$ cat src/rtl/ssrx_pkg.sv
package ssrx_pkg;
  localparam int unsigned BYTE_W = 8;
  typedef logic [BYTE_W-1:0] byte_t;
endpackage

$ cat src/rtl/ssrx_sync.sv
module ssrx_sync #(
  parameter int unsigned W      = 1,
  parameter int unsigned STAGES = 2,
  parameter logic [W-1:0] RST_VAL = '0
) (
  input  logic         clk_i,
  input  logic         rst_ni,
  input  logic [W-1:0] d_i,
  output logic [W-1:0] q_o
);
  logic [W-1:0] st_q [STAGES];

  always_ff @(posedge clk_i or negedge rst_ni) begin
    if (!rst_ni) begin
      for (int i = 0; i < int'(STAGES); i++) st_q[i] <= RST_VAL;
    end else begin
      st_q[0] <= d_i;
      for (int i = 1; i < int'(STAGES); i++) st_q[i] <= st_q[i-1];
    end
  end

  assign q_o = st_q[STAGES-1];
endmodule

$ cat src/rtl/ssrx_clkgen.sv
module ssrx_clkgen #(
  parameter int unsigned DIV_W = 8
) (
  input  logic             clk_i,
  input  logic             rst_ni,
  input  logic             abort_i,
  input  logic             start_i,
  input  logic             byte_end_i,
  input  logic [DIV_W-1:0] div_i,
  output logic             sclk_o,
  output logic             sample_o,
  output logic             busy_o
);
  logic [DIV_W-1:0] dcnt_q;
  logic             sclk_q, busy_q, tick;

  assign tick = busy_q && (dcnt_q == div_i);

  always_ff @(posedge clk_i or negedge rst_ni) begin
    if (!rst_ni) begin
      dcnt_q <= '0;
      sclk_q <= 1'b0;
      busy_q <= 1'b0;
    end else if (abort_i) begin
      dcnt_q <= '0;
      sclk_q <= 1'b0;
      busy_q <= 1'b0;
    end else if (!busy_q) begin
      dcnt_q <= '0;
      busy_q <= start_i;
    end else if (tick) begin
      dcnt_q <= '0;
      sclk_q <= ~sclk_q;
      // falling edge after the last bit ends the byte
      if (sclk_q && byte_end_i) busy_q <= 1'b0;
    end else begin
      dcnt_q <= dcnt_q + 1'b1;
    end
  end

  assign sample_o = tick && !sclk_q;
  assign sclk_o   = sclk_q;
  assign busy_o   = busy_q;
endmodule

$ cat src/rtl/ssrx_shift.sv
module ssrx_shift #(
  parameter int unsigned DATA_W = 8
) (
  input  logic              clk_i,
  input  logic              rst_ni,
  input  logic              clr_i,
  input  logic              sample_i,
  input  logic              bit_i,
  output logic              byte_vld_o,
  output logic [DATA_W-1:0] byte_o,
  output logic              mid_o
);
  localparam int unsigned CNT_W = $clog2(DATA_W);
  localparam logic [CNT_W-1:0] LAST = CNT_W'(DATA_W - 1);

  logic [CNT_W-1:0]  cnt_q;
  logic [DATA_W-1:0] sh_q, sh_nxt;

  assign sh_nxt = {bit_i, sh_q[DATA_W-1:1]};

  always_ff @(posedge clk_i or negedge rst_ni) begin
    if (!rst_ni) begin
      cnt_q <= '0;
      sh_q  <= '0;
    end else if (clr_i) begin
      cnt_q <= '0;
      sh_q  <= '0;
    end else if (sample_i) begin
      sh_q  <= sh_nxt;
      cnt_q <= (cnt_q == LAST) ? '0 : cnt_q + 1'b1;
    end
  end

  assign byte_vld_o = sample_i && (cnt_q == LAST);
  assign byte_o     = sh_nxt;
  assign mid_o      = (cnt_q != '0);
endmodule

$ cat src/rtl/ssrx_fifo.sv
module ssrx_fifo #(
  parameter int unsigned DATA_W = 8,
  parameter int unsigned DEPTH  = 4
) (
  input  logic                     clk_i,
  input  logic                     rst_ni,
  input  logic                     flush_i,
  input  logic                     push_i,
  input  logic [DATA_W-1:0]        wdata_i,
  input  logic                     pop_i,
  output logic [DATA_W-1:0]        rdata_o,
  output logic [$clog2(DEPTH)-1:0] count_o,
  output logic                     full_o,
  output logic                     room_o,
  output logic                     popped_o
);
  localparam int unsigned PTR_W = $clog2(DEPTH);
  localparam int unsigned OCC_W = PTR_W + 1;
  localparam logic [PTR_W-1:0] PTR_MAX = PTR_W'(DEPTH - 1);
  localparam logic [OCC_W-1:0] OCC_MAX = OCC_W'(DEPTH);

  logic [DATA_W-1:0] mem_q [DEPTH];
  logic [PTR_W-1:0]  wr_q, rd_q;
  logic [OCC_W-1:0]  occ_q;
  logic [DATA_W-1:0] rdata_q;
  logic              do_pop, do_push;

  assign do_pop  = pop_i && (occ_q != '0) && !flush_i;
  assign room_o  = (occ_q != OCC_MAX) || do_pop;
  assign do_push = push_i && room_o && !flush_i;

  always_ff @(posedge clk_i) begin
    if (do_push) mem_q[wr_q] <= wdata_i;
  end

  always_ff @(posedge clk_i or negedge rst_ni) begin
    if (!rst_ni) begin
      wr_q    <= '0;
      rd_q    <= '0;
      occ_q   <= '0;
      rdata_q <= '0;
    end else if (flush_i) begin
      wr_q  <= '0;
      rd_q  <= '0;
      occ_q <= '0;
    end else begin
      if (do_push) wr_q <= (wr_q == PTR_MAX) ? '0 : wr_q + 1'b1;
      if (do_pop) begin
        rd_q    <= (rd_q == PTR_MAX) ? '0 : rd_q + 1'b1;
        rdata_q <= mem_q[rd_q];
      end
      case ({do_push, do_pop})
        2'b10:   occ_q <= occ_q + 1'b1;
        2'b01:   occ_q <= occ_q - 1'b1;
        default: occ_q <= occ_q;
      endcase
    end
  end

  assign rdata_o  = rdata_q;
  assign count_o  = occ_q[PTR_W-1:0];
  assign full_o   = (occ_q == OCC_MAX);
  assign popped_o = do_pop;
endmodule

$ cat src/rtl/sync_serial_rx.sv
module sync_serial_rx
  import ssrx_pkg::*;
#(
  parameter int unsigned DATA_W      = BYTE_W,
  parameter int unsigned DEPTH       = 4,
  parameter int unsigned DIV_W       = 8,
  parameter int unsigned SYNC_STAGES = 2
) (
  input  logic                     clk_i,
  input  logic                     rst_ni,
  input  logic                     rx_en_i,
  input  logic                     master_i,
  input  logic                     mask_en_i,
  input  logic [DIV_W-1:0]         div_i,
  input  logic                     sclk_i,
  output logic                     sclk_o,
  input  logic                     sin_i,
  input  logic                     rdy_ni,
  output logic                     rdy_no,
  input  logic                     pop_i,
  output logic [DATA_W-1:0]        rdata_o,
  output logic [$clog2(DEPTH)-1:0] count_o,
  output logic                     full_o,
  input  logic                     ovr_clr_i,
  output logic                     overrun_o
);
  logic [2:0] sync_q;
  logic sclk_s, sin_s, rdy_s, sclk_d_q, slave_rise;
  logic frozen_q, ovr_q;
  logic master_run, start, gen_sample, gen_busy;
  logic sample, bit_in, byte_vld, mid, room, popped, overrun_evt, full;
  logic [DATA_W-1:0] byte_w;

  ssrx_sync #(.W(3), .STAGES(SYNC_STAGES), .RST_VAL(3'b100)) u_sync (
    .clk_i(clk_i), .rst_ni(rst_ni),
    .d_i({rdy_ni, sin_i, sclk_i}), .q_o(sync_q)
  );
  assign {rdy_s, sin_s, sclk_s} = sync_q;

  always_ff @(posedge clk_i or negedge rst_ni) begin
    if (!rst_ni) sclk_d_q <= 1'b0;
    else         sclk_d_q <= sclk_s;
  end
  assign slave_rise = sclk_s && !sclk_d_q;

  assign master_run = rx_en_i && master_i;
  assign start = master_run && !frozen_q && !rdy_s && !(mask_en_i && full);

  ssrx_clkgen #(.DIV_W(DIV_W)) u_clkgen (
    .clk_i(clk_i), .rst_ni(rst_ni),
    .abort_i(!master_run), .start_i(start), .byte_end_i(!mid),
    .div_i(div_i), .sclk_o(sclk_o), .sample_o(gen_sample), .busy_o(gen_busy)
  );

  assign sample = master_i ? gen_sample : (slave_rise && rx_en_i && !frozen_q);
  assign bit_in = master_i ? sin_i : sin_s;

  ssrx_shift #(.DATA_W(DATA_W)) u_shift (
    .clk_i(clk_i), .rst_ni(rst_ni), .clr_i(!rx_en_i),
    .sample_i(sample), .bit_i(bit_in),
    .byte_vld_o(byte_vld), .byte_o(byte_w), .mid_o(mid)
  );

  ssrx_fifo #(.DATA_W(DATA_W), .DEPTH(DEPTH)) u_fifo (
    .clk_i(clk_i), .rst_ni(rst_ni), .flush_i(!rx_en_i),
    .push_i(byte_vld), .wdata_i(byte_w), .pop_i(pop_i),
    .rdata_o(rdata_o), .count_o(count_o), .full_o(full),
    .room_o(room), .popped_o(popped)
  );

  assign overrun_evt = byte_vld && !room && rx_en_i;

  always_ff @(posedge clk_i or negedge rst_ni) begin
    if (!rst_ni) begin
      frozen_q <= 1'b0;
      ovr_q    <= 1'b0;
    end else begin
      if (!rx_en_i)         frozen_q <= 1'b0;
      else if (overrun_evt) frozen_q <= 1'b1;
      else if (popped)      frozen_q <= 1'b0;
      if (overrun_evt)      ovr_q <= 1'b1;
      else if (ovr_clr_i)   ovr_q <= 1'b0;
    end
  end

  // gen_busy is only needed inside the generator; the handshake uses mid
  logic unused_busy;
  assign unused_busy = gen_busy;

  assign rdy_no    = master_i || !(rx_en_i && !mid && !frozen_q && !(mask_en_i && full));
  assign full_o    = full;
  assign overrun_o = ovr_q;
endmodule

$ cat config.mk
export PLATFORM = sky130hd
export DESIGN_NAME = sync_serial_rx
export DESIGN_NICKNAME = d
export VERILOG_FILES = /design/src/rtl/ssrx_pkg.sv /design/src/rtl/ssrx_sync.sv /design/src/rtl/ssrx_clkgen.sv /design/src/rtl/ssrx_shift.sv /design/src/rtl/ssrx_fifo.sv /design/src/rtl/sync_serial_rx.sv
export SDC_FILE = /design/constraint.sdc
export NUM_CORES = 1
export LEC_CHECK = 0
export ABC_AREA = 1
export BUFFER_PORTS_ARGS = -buffer_cell sky130_fd_sc_hd__buf_2
export CORE_ASPECT_RATIO = 0.75
export CORE_MARGIN = 5
export CORE_UTILIZATION = 63
export DETAILED_ROUTE_END_ITERATION = 6
export PLACE_DENSITY = 0.85
export SETUP_SLACK_MARGIN = 0.15
export SLEW_MARGIN = 20
export SYNTH_ARGS = -nofsm -noshare
export SYNTH_HDL_FRONTEND = slang
export SYNTH_SLANG_ARGS = --single-unit
$ cat constraint.sdc
create_clock -name clk_i -period 3.8 [get_ports clk_i]
set_input_delay 0.19 -clock clk_i [delete_from_list [all_inputs] [get_ports clk_i]]
set_output_delay 0.19 -clock clk_i [all_outputs]
set_load 0.005 [all_outputs]
==> Word level (Yosys, flattened, before mapping) <==
Memory sizes are Yosys's and may differ from the RTL's. A register that Yosys moved wholly into a read port is not among the register bits.
Cells that the tools add are included.
{ "totals": {"regBits": 37, "ram_bits": 32, "input_bits": 18, "output_inout_bits": 14, "n_memories": 1} }
{ "classes": {"addsub": 6, "n_eq_ne": 15, "muxes": 32, "n_bitwise": 1, "reduce_logical": 37} }
{ "mem_list": {"columns": ["memory", "depth", "word_bits", "rd", "rd_ports_with_merged_regs", "write_ports", "line_no", "source"], "rows": [
  ["u_fifo.mem_q", 4, 8, 1, 1, 1, "ssrx_fifo.sv:22", "logic [DATA_W-1:0] mem_q [DEPTH];"]
]} }
{ "ops": {"columns": ["cell", "count"], "rows": [
  ["2-to-1 mux 8 bit", 5],
  ["logical AND 1 bit", 21],
  ["2-to-1 mux 1 bit", 16],
  ["2-to-1 mux 2 bit", 6],
  ["2-to-1 mux 3 bit", 4],
  ["inequality test 2 x 1 -> 1 bit (second input constant)", 5],
  ["logical NOT 1 bit", 9],
  ["adder 8 x 1 -> 8 bit (second input constant)", 1],
  ["equality test 8 bit", 1],
  ["adder 3 x 1 -> 3 bit (second input constant)", 2],
  ["equality test 2 bit (second input constant)", 3],
  ["equality test 3 bit (second input constant)", 2],
  ["inequality test 3 x 1 -> 1 bit (second input constant)", 2],
  ["case mux 3 bit (2 select lines)", 1],
  ["nonzero test 3 bit", 2],
  ["adder 2 x 1 -> 2 bit (second input constant)", 2],
  ["AND reduction 2 bit", 2],
  ["inequality test 3 bit (second input constant)", 1],
  ["subtractor 3 x 1 -> 3 bit (second input constant)", 1],
  ["equality test 2 x 1 -> 1 bit (second input constant)", 1],
  ["logical OR 1 bit", 2],
  ["nonzero test 2 bit", 1],
  ["NOT 1 bit", 1]
]} }

==> Depth between registers and ports, before layout <==
{ "logic_depth": {"depth_word": 11, "mapped_depth": 17, "depth_no_buf": 17} }

==> By module <==
A second synthesis with hierarchy kept.
{ "hier_totals": {"cells_unflattened": 387, "area_unflattened_um2": 3594.7} }
{ "modules_own_cells": {"columns": ["module", "instances", "cells_per_inst", "area_each_um2"], "rows": [
  ["ssrx_fifo", 1, 180, 2000.7],
  ["ssrx_clkgen", 1, 119, 769.5],
  ["ssrx_shift", 1, 53, 469.2],
  ["sync_serial_rx", 1, 26, 180.2],
  ["ssrx_sync", 1, 9, 175.2]
]} }

==> Worst setup path before layout <==
No wires, ideal clock.
{ "synth_path": {"path_type": "register -> register", "startpoint": "register u_clkgen.dcnt_q[4]", "endpoint": "register u_fifo.occ_q[2]", "setup_time_ns": 0.065, "arrival_ns": 2.099, "required_time_ns": 3.735, "slack_ns": 1.636, "path_stages_with_launch": 14, "path_buffers": 0, "period_less_slack_ns": 2.164, "path_cell_list": "dfrtp_1 xor2_1 nor2_1 nand4_2 nand2_4 nand2_4 nand2_2 inv_1 fa_1 xor2_1 nand3b_1 nand2_1 nand3_2 nand2_1"} }
{ "synth_via": {"elab_chain_len": 10} }
{ "synth_lines": {"columns": ["element", "line_no", "source"], "rows": [
  ["from (decl)", "ssrx_clkgen.sv:14", "logic [DIV_W-1:0] dcnt_q;"],
  ["from (signal assigned)", "ssrx_clkgen.sv:37", "dcnt_q <= dcnt_q + 1'b1;"],
  ["equality test 8 bit (*)", "ssrx_clkgen.sv:17", "assign tick = busy_q && (dcnt_q == div_i);"],
  ["logical AND 1 bit (*)", "ssrx_clkgen.sv:17", null],
  ["logical AND 1 bit (*)", "ssrx_clkgen.sv:41", "assign sample_o = tick && !sclk_q;"],
  ["2-to-1 mux 1 bit (*)", "sync_serial_rx.sv:55", "assign sample = master_i ? gen_sample : (slave_rise && rx_en_i && !frozen_q);"],
  ["logical AND 1 bit (*)", "ssrx_shift.sv:34", "assign byte_vld_o = sample_i && (cnt_q == LAST);"],
  ["logical AND 1 bit (*) (2 in series)", "ssrx_fifo.sv:30", "assign do_push = push_i && room_o && !flush_i;"],
  ["equality test 2 x 1 -> 1 bit / equality test 2 bit (equally long branches)", "ssrx_fifo.sv:52", "case ({do_push, do_pop})"],
  ["case mux 3 bit (2 select lines)", "ssrx_fifo.sv:52", null],
  ["2-to-1 mux 3 bit", "ssrx_fifo.sv:42", "end else if (flush_i) begin"],
  ["to (signal assigned)", "ssrx_fifo.sv:53", "2'b10: occ_q <= occ_q + 1'b1;"],
  ["to (signal assigned)", "ssrx_fifo.sv:54", "2'b01: occ_q <= occ_q - 1'b1;"],
  ["to (signal assigned)", "ssrx_fifo.sv:55", "default: occ_q <= occ_q;"],
  ["to (decl)", "ssrx_fifo.sv:24", "logic [OCC_W-1:0] occ_q;"]
]} }
Every way passes the cells marked *; elsewhere a longest branch is shown, timed or not.
A chain may end at the register's enable or synchronous reset.

==> Worst setup path in the final report <==
{ "layout_path": {"startpoint": "register u_fifo.occ_q[0]", "endpoint": "memory u_fifo.mem_q[0][0] (enable)"} }
{ "layout_via": {"elab_chain_len": 8} }
{ "layout_lines": {"columns": ["element", "line_no", "source"], "rows": [
  ["nonzero test 3 bit", "ssrx_fifo.sv:28", "assign do_pop = pop_i && (occ_q != '0) && !flush_i;"],
  ["logical AND 1 bit (2 in series)", "ssrx_fifo.sv:28", null],
  ["logical OR 1 bit (*)", "ssrx_fifo.sv:29", "assign room_o = (occ_q != OCC_MAX) || do_pop;"],
  ["logical AND 1 bit (*) (2 in series)", "ssrx_fifo.sv:30", null],
  ["2-to-1 mux 1 bit (*)", "ssrx_fifo.sv:33", "if (do_push) mem_q[wr_q] <= wdata_i;"],
  ["2-to-1 mux 1 bit (implied by the code) (*)", "ssrx_fifo.sv:33", null],
  ["to (decl)", "ssrx_fifo.sv:22", null]
]} }
Marks and branches as above.

==> run_results.csv <==
group,metric,value,unit
status,status,"finished with violations",
status,failed_checks,"hold timing",
synthesis,async_flop_share,57.89,%
routing,wl,6701,µm
power,combPwrFrac,18.7,%
place,port_buffers,31,
power,p_per_area,525.7,mW/mm²
clock_tree,hold_buffers,3,
layout,nets,393,
layout,stdcell_area,0.003841,mm²
power,switching_power,571.1,µW
worst_setup_path,cp.required,3780,ps
clock_tree,cts_made_buffers,9,
sta,fin_setup_tns,0,ps
synthesis,synth_edf_count,32,
sta,finalSetupViolCount,0,
layout,antenna_cells,0,
clock_tree,cts_setup_buffers,0,
sta,max_freq,391.9,MHz
sta,period_needed,2552,ps
routing,drcViolationCount,0,
place,dp_hpwl,4719,µm
power,internal_power,1448,µW
worst_setup_path,r2r_cells,8,
place,gp_congestion,0.9443,
floorplan,core,0.005295,mm²
power,power_frac_seq,48.8,%
routing,num_vias,2337,
grt,grt_max_degree,45,
clock_tree,clkTransAtPathRegs,80,ps
sta,relSlewSlack,36.06,%
clock_tree,cts_buffer_depth,2,
sta,maxSlewViolCount,0,
synthesis,ys_seq_elements,76,
power,peakVddDrop,0.3611,mV
clock_tree,clock-root-buffer,"clkbuf_8",
worst_setup_path,r2r_start,"u_fifo.occ_q[0]",
floorplan,die_height,73.63,µm
floorplan,initial_core_util,64.22,%
place,place_area,0.003593,mm²
worst_setup_path,start_kind,"flop",
synthesis,synth-main-ff-cell,"dfrtp_1",
worst_setup_path,crit_fanout,13,
routing,drt_iter0_drc,185,
sta,rsz0062_at_grt,"no",
layout,final_cell_mix,"72 x nand2_1, 44 x nor2_1, 42 x dfrtp_1, 32 x edfxtp_1, 31 x buf_2",
routing,final_antenna_net_count,0,
grt,grt_first_pass_wirelength,11120,µm
worst_setup_path,crit_type,"flop to flop",
worst_setup_path,end_kind,"flop",
flow_run,maxCapViolCount,0,
layout,area_growth,12.95,%
layout,multi_input_area,0.001147,mm²
worst_setup_path,r2r_slack,1250,ps
routing,drt_first_pass_iters,4,
layout,drive_above_1_share,18.65,%
synthesis,syn_inst,331,
power,p_clk_share,32.5,%
clock_tree,cts_resized,0,
layout,regArea,0.002064,mm²
grt,grt_pass1_vias,2291,
clock_tree,tritoncts,"built",
clock_tree,clkLatencyLatePin,350,ps
synthesis,ys_warn_count,0,
layout,final_common_cell,"nand2_1",
grt,antenna_found_initial,0,
worst_setup_path,cp.arrival,2530,ps
worst_setup_path,r2r-end,"u_fifo.mem_q[0][0]",
grt,grt_use_total,21.97,%
layout,fillers,387,
sta,fin_hold_ws,-9.116,ps
power,p_sw_share,28.29,%
synthesis,syn_area,0.003401,mm²
sta,hold_viol_final,23,
sta,period_share,67.14,%
floorplan,die_x,94.84,µm
synthesis,syn_nets,359,
clock_tree,clock_sinks,76,
clock_tree,cts_max_level,3,
routing,viasPerCell,5.252,
hold_path,hold_path.class,"primary input to asynchronous set/reset pin",
synthesis,postSynthAreaPerCell,10.27,µm²
grt,gr-total-overflow,0,
routing,wl_per_cell,15.06,µm
synthesis,seq_area_frac_synth,60.71,%
sta,tightest_slew,959.1,ps
floorplan,ioPinCount,32,
floorplan,rows,23,
sta,skew,11.31,ps
synthesis,ys_types,35,
floorplan,fp.dieArea,0.006983,mm²
power,p_leak,0.001765,µW
==> sequential cells by signal (all words and copies together), names as in the netlist <==
register         cells
u_sync.q_o           3
u_fifo.occ_q         3
u_fifo.mem_q        32
u_clkgen.busy_o      1
sclk_d_q             1
u_clkgen.sclk_o      1
u_shift.cnt_q        3
u_clkgen.dcnt_q      8
u_fifo.rd_q          2
u_fifo.rdata_o       8
u_shift.sh_q         7
u_sync.st_q          3
u_fifo.wr_q          2
frozen_q             1
overrun_o            1
==> power by group through the flow <==
stage / Sequential (µW) / Combinational, µW / Clock, µW
after floorplan: 974 / 285 / 0
final: 986 / 377 / 656
after CTS: 985 / 380 / 664
after global placement: 999 / 365 / 0
after global routing: 999 / 427 / 705
after detailed placement: 1000 / 376 / 0
==> cells by family (layout without fill, tap and decap cells) <==
| kind of cell | after synthesis | count (layout) | synth area share (%) |
|---|---|---|---|
| adders and majority gates | 10 | 10 | 3.900 |
| AOI/OAI and AO/OA | 37 | 37 | 6.917 |
| muxes | 1 | 1 | 0.3311 |
| buffers and inverters | 46 | 85 | 5.555 |
| and+or+nand+nor | 154 | 154 | 20.79 |
| DFF | 76 | 76 | 60.71 |
| xor gates and xnor gates | 7 | 7 | 1.803 |
==> per-layer routing <==
metal	vias to the layer above	part of all wire, %	track usage [%]	routed length [µm]
li1	1154	-	-	-
met1	1112	44	29.44	2972
met2	64	48	34.77	3236
met3	7	6.5	7.472	434
met4	0	0.88	5.760	59
met5	-	0	0	0
==> synthesized netlist by cell type (6+ instances only) <==
cell      number  area (µm²)
nor2_1        44       165.2
o21ai_0       21       105.1
xor2_1         6       52.55
nand2_1       72       270.3
nand3_1       15       75.07
dfrtp_1       42        1051
inv_1         29       108.9
ha_1           9       112.6
edfxtp_1      32       960.9
o32ai_1        8       70.07
==> per-stage QoR <==
| stage | total power (µW) | instances | hold slack (ps) | setup slack, ps | util [%] |
|---|---|---|---|---|---|
| 6_report | 2019 | 445 | -9.116 | 1249 | 72.54 |
| 5_1_grt | 2131 | 445 | 55.92 | 1053 | 72.54 |
| 4_1_cts | 2028 | 445 | 14.71 | 1264 | 72.54 |
| 3_5_place_dp | 1377 | 426 | 299.5 | 1157 | 67.86 |
| 3_3_place_gp | 1364 | 426 | 296.3 | 1274 | 67.86 |
| 2_1_floorplan | 1260 | 331 | -105.6 | 1636 | - |
==> how the worst max path moves through the flow <==
stage / start / endpoint / slack [ps] / cells after the start
2_1_floorplan: u_clkgen.dcnt_q[4] / u_fifo.occ_q[2] / 1640 / 13
5_1_grt: u_clkgen.dcnt_q[3] / u_fifo.occ_q[2] / 1050 / 17
6_report: u_fifo.occ_q[0] / u_fifo.mem_q[0][0] / 1250 / 8
3_5_place_dp: rx_en_i / u_fifo.occ_q[2] / 1160 / 14
3_3_place_gp: rx_en_i / u_fifo.mem_q[0][0] / 1270 / 9
4_1_cts: u_fifo.occ_q[0] / u_fifo.mem_q[0][0] / 1260 / 8
==> layout make-up <==
type	count	area share, %
tap	75	2.443
multi-input combinational	209	29.87
clock buffer	11	3.681
clock inverter	5	1.987
timing repair buffer	34	4.821
inverter	35	3.453
sequential	76	53.75
==> worst max-delay path: stages (launching register included) <==
cell and delay, ps:
dfrtp_1 490, o31ai_4 130, nor2_4 280, clkinv_2 250, nand2_1 150, nand3_2 100, nor2_2 170, inv_2 90
nor2_1 520
(Power assumes the default switching activity.)
